$ cat src/rtl/gpio_bank_pkg.sv
`timescale 1ns/1ps
package gpio_bank_pkg;

  // register index = byte offset / 4; the offsets are fixed by software
  typedef enum logic [2:0] {
    RSEL_DATA   = 3'd0,
    RSEL_DIR    = 3'd1,
    RSEL_PAD    = 3'd2,
    RSEL_CFGLO  = 3'd3,
    RSEL_CFGHI  = 3'd4,
    RSEL_MASK   = 3'd5,
    RSEL_STATUS = 3'd6,
    RSEL_EDGE   = 3'd7
  } regSel_t;

  typedef enum logic [1:0] {
    TRIG_LOW  = 2'b00,
    TRIG_HIGH = 2'b01,
    TRIG_RISE = 2'b10,
    TRIG_FALL = 2'b11
  } trig_t;

  // write strobes handed from control to datapath
  typedef struct packed {
    logic wrData;
    logic wrDir;
    logic wrCfgLo;
    logic wrCfgHi;
    logic wrMask;
    logic wrStatus;
    logic wrEdge;
  } ctrlStrobe_t;

endpackage

$ cat src/rtl/gpio_bank_ctrl.sv
`timescale 1ns/1ps
module gpio_bank_ctrl
  import gpio_bank_pkg::*;
#(
  parameter int unsigned ADDR_W = 5
) (
  input  logic [ADDR_W-1:0] busAddr,
  input  logic              busWrite,
  output ctrlStrobe_t       strobes,
  output regSel_t           rdSel,
  output logic              rdHit
);
  localparam int unsigned IDX_LSB = 2;
  localparam int unsigned IDX_W   = 3;
  localparam int unsigned SPAN_W  = IDX_LSB + IDX_W;

  logic    upperZero;
  logic    aligned;
  regSel_t idx;

  generate
    if (ADDR_W > SPAN_W) begin : g_upper
      assign upperZero = ~|busAddr[ADDR_W-1:SPAN_W];
    end else begin : g_noUpper
      assign upperZero = 1'b1;
    end
  endgenerate

  assign aligned = ~|busAddr[IDX_LSB-1:0];
  assign idx     = regSel_t'(busAddr[IDX_LSB +: IDX_W]);
  assign rdSel   = idx;
  assign rdHit   = upperZero & aligned;

  always_comb begin
    strobes = '0;
    if (busWrite && rdHit) begin
      case (idx)
        RSEL_DATA:   strobes.wrData   = 1'b1;
        RSEL_DIR:    strobes.wrDir    = 1'b1;
        RSEL_CFGLO:  strobes.wrCfgLo  = 1'b1;
        RSEL_CFGHI:  strobes.wrCfgHi  = 1'b1;
        RSEL_MASK:   strobes.wrMask   = 1'b1;
        RSEL_STATUS: strobes.wrStatus = 1'b1;
        RSEL_EDGE:   strobes.wrEdge   = 1'b1;
        default:     strobes = '0;  // pad level is read-only
      endcase
    end
  end
endmodule

$ cat src/rtl/gpio_bank_sync.sv
`timescale 1ns/1ps
module gpio_bank_sync #(
  parameter int unsigned WIDTH  = 32,
  parameter int unsigned STAGES = 2
) (
  input  logic             clk,
  input  logic             rst_n,
  input  logic [WIDTH-1:0] din,
  output logic [WIDTH-1:0] dout
);
  logic [WIDTH-1:0] stageQ [STAGES];

  generate
    for (genvar s = 0; s < STAGES; s++) begin : g_stage
      if (s == 0) begin : g_first
        always_ff @(posedge clk or negedge rst_n) begin
          if (!rst_n) stageQ[s] <= '0;
          else        stageQ[s] <= din;
        end
      end else begin : g_next
        always_ff @(posedge clk or negedge rst_n) begin
          if (!rst_n) stageQ[s] <= '0;
          else        stageQ[s] <= stageQ[s-1];
        end
      end
    end
  endgenerate

  assign dout = stageQ[STAGES-1];
endmodule

$ cat src/rtl/gpio_bank_trigger.sv
`timescale 1ns/1ps
module gpio_bank_trigger
  import gpio_bank_pkg::*;
(
  input  logic       levelNow,
  input  logic       levelPrev,
  input  logic       bothEdges,
  input  logic [1:0] mode,
  output logic       hit
);
  always_comb begin
    if (bothEdges) begin
      hit = levelNow ^ levelPrev;  // override: mode field is ignored
    end else begin
      case (trig_t'(mode))
        TRIG_LOW:  hit = ~levelNow;
        TRIG_HIGH: hit = levelNow;
        TRIG_RISE: hit = levelNow & ~levelPrev;
        TRIG_FALL: hit = ~levelNow & levelPrev;
        default:   hit = 1'b0;
      endcase
    end
  end
endmodule

$ cat src/rtl/gpio_bank_datapath.sv
`timescale 1ns/1ps
module gpio_bank_datapath
  import gpio_bank_pkg::*;
#(
  parameter int unsigned PINS        = 32,
  parameter int unsigned SYNC_STAGES = 2
) (
  input  logic            clk,
  input  logic            rst_n,
  input  ctrlStrobe_t     strobes,
  input  regSel_t         rdSel,
  input  logic            rdHit,
  input  logic [PINS-1:0] wdata,
  input  logic [PINS-1:0] padIn,
  output logic [PINS-1:0] rdata,
  output logic [PINS-1:0] padOut,
  output logic [PINS-1:0] padOe,
  output logic            irqLow,
  output logic            irqHigh,
  output logic [PINS-1:0] statusVec,
  output logic [PINS-1:0] maskVec,
  output logic [PINS-1:0] edgeSelVec,
  output logic [PINS-1:0] cfgLoVec,
  output logic [PINS-1:0] cfgHiVec,
  output logic [PINS-1:0] syncVec
);
  localparam int unsigned HALF = PINS / 2;

  logic [PINS-1:0] dataQ, dirQ, cfgLoQ, cfgHiQ, maskQ, statusQ, edgeQ, prevQ;
  logic [PINS-1:0] syncQ, pinEvt, clrBits, maskedQ;

  gpio_bank_sync #(.WIDTH(PINS), .STAGES(SYNC_STAGES)) u_sync (
    .clk  (clk),
    .rst_n(rst_n),
    .din  (padIn),
    .dout (syncQ)
  );

  // configuration registers
  always_ff @(posedge clk or negedge rst_n) begin
    if (!rst_n) begin
      dataQ  <= '0;
      dirQ   <= '0;
      cfgLoQ <= '0;
      cfgHiQ <= '0;
      maskQ  <= '0;
      edgeQ  <= '0;
      prevQ  <= '0;
    end else begin
      if (strobes.wrData)  dataQ  <= wdata;
      if (strobes.wrDir)   dirQ   <= wdata;
      if (strobes.wrCfgLo) cfgLoQ <= wdata;
      if (strobes.wrCfgHi) cfgHiQ <= wdata;
      if (strobes.wrMask)  maskQ  <= wdata;
      if (strobes.wrEdge)  edgeQ  <= wdata;
      prevQ <= syncQ;
    end
  end

  // one trigger unit per pin; field location depends on the half
  generate
    for (genvar p = 0; p < PINS; p++) begin : g_pin
      logic [1:0] modeField;
      if (p < HALF) begin : g_lo
        assign modeField = cfgLoQ[2*p +: 2];
      end else begin : g_hi
        assign modeField = cfgHiQ[2*(p-HALF) +: 2];
      end
      gpio_bank_trigger u_trig (
        .levelNow (syncQ[p]),
        .levelPrev(prevQ[p]),
        .bothEdges(edgeQ[p]),
        .mode     (modeField),
        .hit      (pinEvt[p])
      );
    end
  endgenerate

  // sticky status: a fresh event outranks a same-cycle clear
  assign clrBits = strobes.wrStatus ? wdata : '0;

  always_ff @(posedge clk or negedge rst_n) begin
    if (!rst_n) statusQ <= '0;
    else        statusQ <= (statusQ & ~clrBits) | pinEvt;
  end

  assign maskedQ = statusQ & maskQ;
  assign irqLow  = |maskedQ[HALF-1:0];
  assign irqHigh = |maskedQ[PINS-1:HALF];

  always_comb begin
    rdata = '0;
    if (rdHit) begin
      case (rdSel)
        RSEL_DATA:   rdata = (dataQ & dirQ) | (syncQ & ~dirQ);
        RSEL_DIR:    rdata = dirQ;
        RSEL_PAD:    rdata = syncQ;
        RSEL_CFGLO:  rdata = cfgLoQ;
        RSEL_CFGHI:  rdata = cfgHiQ;
        RSEL_MASK:   rdata = maskQ;
        RSEL_STATUS: rdata = statusQ;
        RSEL_EDGE:   rdata = edgeQ;
        default:     rdata = '0;
      endcase
    end
  end

  assign padOut     = dataQ;
  assign padOe      = dirQ;
  assign statusVec  = statusQ;
  assign maskVec    = maskQ;
  assign edgeSelVec = edgeQ;
  assign cfgLoVec   = cfgLoQ;
  assign cfgHiVec   = cfgHiQ;
  assign syncVec    = syncQ;
endmodule

$ cat src/rtl/gpio_bank.sv
`timescale 1ns/1ps
module gpio_bank
  import gpio_bank_pkg::*;
#(
  parameter int unsigned PINS        = 32,
  parameter int unsigned ADDR_W      = 5,
  parameter int unsigned SYNC_STAGES = 2
) (
  input  logic              clk,
  input  logic              rst_n,
  input  logic [ADDR_W-1:0] busAddr,
  input  logic              busWrite,
  input  logic [PINS-1:0]   busWdata,
  output logic [PINS-1:0]   busRdata,
  input  logic [PINS-1:0]   padIn,
  output logic [PINS-1:0]   padOut,
  output logic [PINS-1:0]   padOe,
  output logic              irqLow,
  output logic              irqHigh
);
  ctrlStrobe_t     strobes;
  regSel_t         rdSel;
  logic            rdHit;
  logic [PINS-1:0] statusVec, maskVec, edgeSelVec, cfgLoVec, cfgHiVec, syncVec;

  gpio_bank_ctrl #(.ADDR_W(ADDR_W)) u_ctrl (
    .busAddr (busAddr),
    .busWrite(busWrite),
    .strobes (strobes),
    .rdSel   (rdSel),
    .rdHit   (rdHit)
  );

  gpio_bank_datapath #(.PINS(PINS), .SYNC_STAGES(SYNC_STAGES)) u_dp (
    .clk       (clk),
    .rst_n     (rst_n),
    .strobes   (strobes),
    .rdSel     (rdSel),
    .rdHit     (rdHit),
    .wdata     (busWdata),
    .padIn     (padIn),
    .rdata     (busRdata),
    .padOut    (padOut),
    .padOe     (padOe),
    .irqLow    (irqLow),
    .irqHigh   (irqHigh),
    .statusVec (statusVec),
    .maskVec   (maskVec),
    .edgeSelVec(edgeSelVec),
    .cfgLoVec  (cfgLoVec),
    .cfgHiVec  (cfgHiVec),
    .syncVec   (syncVec)
  );
endmodule

$ cat config.mk
export PLATFORM = sky130hd
export DESIGN_NAME = gpio_bank
export DESIGN_NICKNAME = d
export VERILOG_FILES = /design/src/rtl/gpio_bank_pkg.sv /design/src/rtl/gpio_bank_ctrl.sv /design/src/rtl/gpio_bank_sync.sv /design/src/rtl/gpio_bank_trigger.sv /design/src/rtl/gpio_bank_datapath.sv /design/src/rtl/gpio_bank.sv
export SDC_FILE = /design/constraint.sdc
export NUM_CORES = 1
export LEC_CHECK = 0
export BUFFER_PORTS_ARGS = -buffer_cell sky130_fd_sc_hd__buf_2
export CORE_MARGIN = 1
export CORE_UTILIZATION = 64
export CTS_CLUSTER_SIZE = 16
export DETAILED_ROUTE_END_ITERATION = 16
export PLACE_DENSITY = 0.86
export REMOVE_ABC_BUFFERS = 1
export SLEW_MARGIN = 20
export SYNTH_ARGS = -nofsm -noshare
export SYNTH_HDL_FRONTEND = slang
export SYNTH_SLANG_ARGS = --single-unit
$ cat constraint.sdc
create_clock -name clk -period 2.7 [get_ports clk]
set_input_delay 0.135 -clock clk [delete_from_list [all_inputs] [get_ports clk]]
set_output_delay 0.135 -clock clk [all_outputs]
set_load 0.005 [all_outputs]
---- Word-level counts from Yosys, hierarchy flattened ----
Index checks and enable logic that the tools add are counted.
word-level totals
  flip-flop bits (word level) ............. 320
  input port bits ......................... 72
  output and inout bits ................... 98
operators by class
  equal/unequal tests ..................... 103
  mux-type cells .......................... 75
  bitwise logic cells ..................... 168
  reductions and logical operators ........ 38
operator list
  kind                                                                   number
  32-bit one-hot mux with 8 select lines                                 1
  32-bit AND                                                             4
  2-bit equality test, second input constant                             64
  1-bit one-hot mux with 4 select lines                                  32
  1-bit AND                                                              64
  2-bit by 1-bit equality test with 1-bit output, second input constant  32
  2-bit zero test                                                        32
  32-bit two-way mux                                                     2
  1-bit inverter                                                         64
  32-bit inverter                                                        2
  32-bit OR                                                              2
  1-bit two-way mux                                                      39
  16-bit OR reduction                                                    2
  1-bit bitwise XOR                                                      32
  3-bit equality test, second input constant                             4
  7-bit two-way mux                                                      1
  3-bit by 2-bit equality test with 1-bit output, second input constant  2
  3-bit by 1-bit equality test with 1-bit output, second input constant  1
  3-bit zero test                                                        1
  2-bit OR reduction                                                     1
  1-bit logical AND                                                      1
  1-bit zero test                                                        1

---- Logic depth before layout (Yosys ltp) ----
  depth after elaboration ................. 8
  mapped depth ............................ 7

---- Hierarchy ----
Synthesis repeated with hierarchy kept, for this count alone.
unflattened totals
  cells, all modules ...................... 1323
  area total of the unflattened synthesis .. 16121.7 um^2
by module, submodules not included
  module              instances  cells each  area each (um^2)
  gpio_bank_datapath  1          891         11666.2
  gpio_bank_trigger   32         10          77.6
  gpio_bank_sync      1          96          1841.8
  gpio_bank_ctrl      1          16          131.4

---- Worst setup path after synthesis ----
No wires, ideal clock.
  kind .................................... input to register
  start point ............................. in busAddr[3]
  end point ............................... reg u_dp.cfgHiQ[10] (netlist: u_dp.cfgHiVec[10])
  arrival time ............................ 1472 ps
  required time ........................... 2575 ps
  setup slack ............................. 1103 ps
  stages on the path ...................... 7
  cell sequence ........................... buf_6 > or2_1 > buf_6 > or3_1 > buf_2 > buf_6 > mux2_4
between the ends
  cells in the longest elaborated chain, start to end .. 3
RTL lines
  item                  RTL line                  RTL
  start, declared       gpio_bank.sv:11           input logic [ADDR_W-1:0] busAddr,
  3-bit equality test   gpio_bank_ctrl.sv:37      case (idx)
  1-bit two-way mux     gpio_bank_ctrl.sv:37
  7-bit two-way mux     gpio_bank_ctrl.sv:36      if (busWrite && rdHit) begin
  end signal, assigned  gpio_bank_datapath.sv:53  if (strobes.wrCfgHi) cfgHiQ <= wdata;
  end, declared         gpio_bank_datapath.sv:29  logic [PINS-1:0] dataQ, dirQ, cfgLoQ, cfgHiQ, maskQ, statusQ, edgeQ, prevQ;
No other way between the ends.
A chain may end at the register's enable or synchronous reset.

---- Worst setup path after layout ----
  start point ............................. in busAddr[2]
  end point ............................... out busRdata[27]
between the ends
  cells in the longest elaborated chain, start to end .. 3
RTL lines
  item                                         RTL line                  RTL
  3-bit equality test (tied with other cells)  gpio_bank_datapath.sv:94  case (rdSel)
  32-bit one-hot mux with 8 select lines *     gpio_bank_datapath.sv:94
  32-bit two-way mux *                         gpio_bank_datapath.sv:93  if (rdHit) begin
  end, declared                                gpio_bank.sv:14           output logic [PINS-1:0] busRdata,
Mark *: on every way between the ends. The rest lies on a longest branch, timed or not.

==> summary.txt <==
Status - completed
CTS tree - built
Mux contribution to synthesized area - 21.7%
Number of flops mapped to enable cells by yosys - 0
Placed Cells - 1716
Final hold viol count - 0
Diode count - 0
Worst slew pin tran - 1090 ps
Pre-CTS setup slack - 465 ps
Largest net degree at the start of global routing - 86
# nets final - 1633
Adder-cell share of the synthesized area - 5.12%
Cell Pwr Density - 705 nW/um2
Routability cong. - 0.876
Fin cells - 1834
Via count - 12081
Worst EP required - 2570 ps
Worst skew pair latency - 520 ps
Post-Synth XOR/XNOR Area - 0.168%
Max-Cap Viols - 0
Grt total ovfl - 0
Core Box Area - 23800 um2
Number of antenna violations at the first check in global routing - 1
Arrival time at the worst endpoint - 2200 ps
Vias in the first global route - 12419
GR Util All Layers - 36.9%
RSZ-0062 raised after global routing - no
Die width - 158 um
Met3 routed WL - 4040 um
Main combinational cell family by area after synthesis - multiplexers
TNS Setup - 0 ps
HP Class - in2reg
Compound-cell area share of the yosys netlist - 12.2%
Top Metal Used - met5
CTS Buffer Depth - 3
Clock skew - 10.1 ps
Post-synth cell types - 43
Worst vdd ir - 0.000525 V
Io pins - 170
Main synth FF type - dfrtp_1
Clock Pin Slew Worst Setup and Hold Paths - 60 ps
Setup crit end kind - output pin
First-pass GRT wire length - 69000 um
Overall die area - 25100 um2
Met1 WL - 17200 um
Critical Path, Cell by Cell - buf_2, buf_4, nor2b_1, buf_4, a221oi_1, nor2_1, a211oi_1, buf_2
Final WL - 45100 um
Chip Height - 158 um
Largest delay contributor family on the critical path - buffers and inverters
Post-DR wirelength/cell - 24.6 um
#FFs+latches synth - 320
Final setup fails - 0
WL met2 - 21500 um
Mapped Cells - 1248
CP Max Fanout - 42
Post-Synth Simple-Gate Area - 4.75%
Final worst slack - 368 ps
Fraction of layout instances using a drive strength above 1 - 31.9%
Area growth, synth to finish - 19.8%
Rows - 56
Critical path's largest stage delay - 440 ps
Hold WS - 28.1 ps
H-tree depth - 2
Remaining DRCs - 0
Yosys warning count - 0
Max Freq - 429 MHz
Mean Syn Cell Area - 12.5 um2
WS Path Type - in2out
Tmin final - 2330 ps
Final Max Tran Viols - 0
Starting Density - 65.9%
Seq/Total Area, Yosys - 51.2%
Slew headroom - 27.2%
I/O Buffers - 169
Startpoint types - input port
Post-route ant nets - 0
Vias/cell - 6.59
Total power - 13200 uW
Num Clock Sinks - 320
WP buf/inv - 4
Ys async rst share - 100%
Detailed Routing Iterations Pass 1 - 5
CTS buffer count - 34
CTS resizes - 0
Root buffer selected by CTS - clkbuf_16
Iteration-0 DRC Markers - 1240
Post-detail-place hpwl - 28400 um
Lkg Pwr - 0.00904 uW
Cell area after synthesis - 15700 um2
Slowest-stage cell, CP - a221oi_1
Final Cycle Share - 86.4%
-- per-layer routing --
layer  up-vias  GRT usage, %
met2       750          59.9
met5         -             0
li1       5074             -
met3       188          7.49
met4         2          20.2
met1      6067          46.6
-- worst reg2reg max path, delay by kind of cell (launching register included) --
family	cells	cell delay [ps]
flip-flops	1	470
buffers and inverters	1	80
AO/OA/AOI/OAI	2	570
adder cells (fa/ha/maj)	1	200
multiplexers	1	270
-- final cells by class --
type / count / area (um2)
clock buffer: 50 / 1030
clock inverter: 4 / 72.6
fill: 1322 / 5000
inverter: 121 / 454
multi-input combinational: 745 / 6910
sequential: 320 / 8010
tap: 319 / 399
timing repair buffer: 275 / 1880
-- sequential cells by signal, indices dropped and copies added (netlist names) --
signal and cells:
u_dp.maskVec 32, u_dp.edgeSelVec 32, u_dp.statusVec 32, u_dp.u_sync.stageQ 32, u_dp.cfgHiVec 32, u_dp.padOe 32, u_dp.prevQ 32, u_dp.cfgLoVec 32
u_dp.u_sync.dout 32, u_dp.padOut 32
-- worst paths after layout --
| path | from | endpoint | slack (ps) | cells past startpoint |
|---|---|---|---|---|
| worst max-delay path | busAddr[2] | busRdata[27] | 370 | 8 |
| max in group asynchronous | rst_n | u_dp.cfgLoVec[2] | 1700 | 3 |
| worst min-delay path | busWdata[25] | u_dp.statusVec[25] | 30 | 3 |
| worst max register to register | u_dp.u_sync.dout[30] | u_dp.statusVec[30] | 1000 | 5 |
| min in group asynchronous | rst_n | u_dp.padOut[27] | 220 | 2 |
| worst min register to register | u_dp.u_sync.stageQ[59] | u_dp.u_sync.dout[27] | 350 | 0 |
-- report_power, final --
group	internal, uW	leakage (uW)	switching [uW]	total (uW)
Clock	2830	0.000540	1880	4710
Sequential	5440	0.00385	800	6240
Combinational	1250	0.00464	1020	2270
-- cells by family after synthesis --
family | after synthesis
DFF | 320
buffers and inverters | 183
AOI/OAI and AO/OA | 232
muxes | 301
and+or+nand+nor | 145
xor gates and xnor gates | 3
adders and majority gates | 64
-- cells in the mapped netlist, types with 12 or more instances --
cell         n  area share (%)
a2111oi_0   14            0.78
a211o_1     19             1.1
a211oi_1    34             1.6
a221o_1     13            0.83
a221oi_1    64             3.6
a32oi_1     23             1.3
and2_0      12            0.48
buf_2       25            0.80
clkbuf_1    28            0.67
dfrtp_1    320              51
ha_1        64             5.1
inv_1      121             2.9
mux2_2     187              13
mux2_4      30             2.9
mux2i_1     84             5.4
nand2_1     43             1.0
nor2_1      27            0.65
nor2b_1     44             1.8
o21ai_0     16            0.51
o32ai_1     22             1.2
-- layout by cell type, fill, tap and decap left out, drive strengths merged, types with 28 or more instances in the layout --
cell / count
nor2b: 44
nor2: 28
dlygate4sd3: 64
buf: 211
ha: 64
a211oi: 34
inv: 121
dfrtp: 320
clkbuf: 50
nand2: 43
mux2i: 84
mux2: 217
a221oi: 64
-- timing repair --
item	CTS	global route
buffers inserted	0	0
hold buffers	64	0
hold endpoints to repair	306	0
-- stage by stage --
step           instance area (um2)  util, %
2_1_floorplan                15300        -
3_3_place_gp                 17000     71.6
3_5_place_dp                 17000     71.6
4_1_cts                      18800     79.0
5_1_grt                      18800     79.0
6_report                     18800     79.0
No activity file was read; power rests on OpenSTA's default activity.
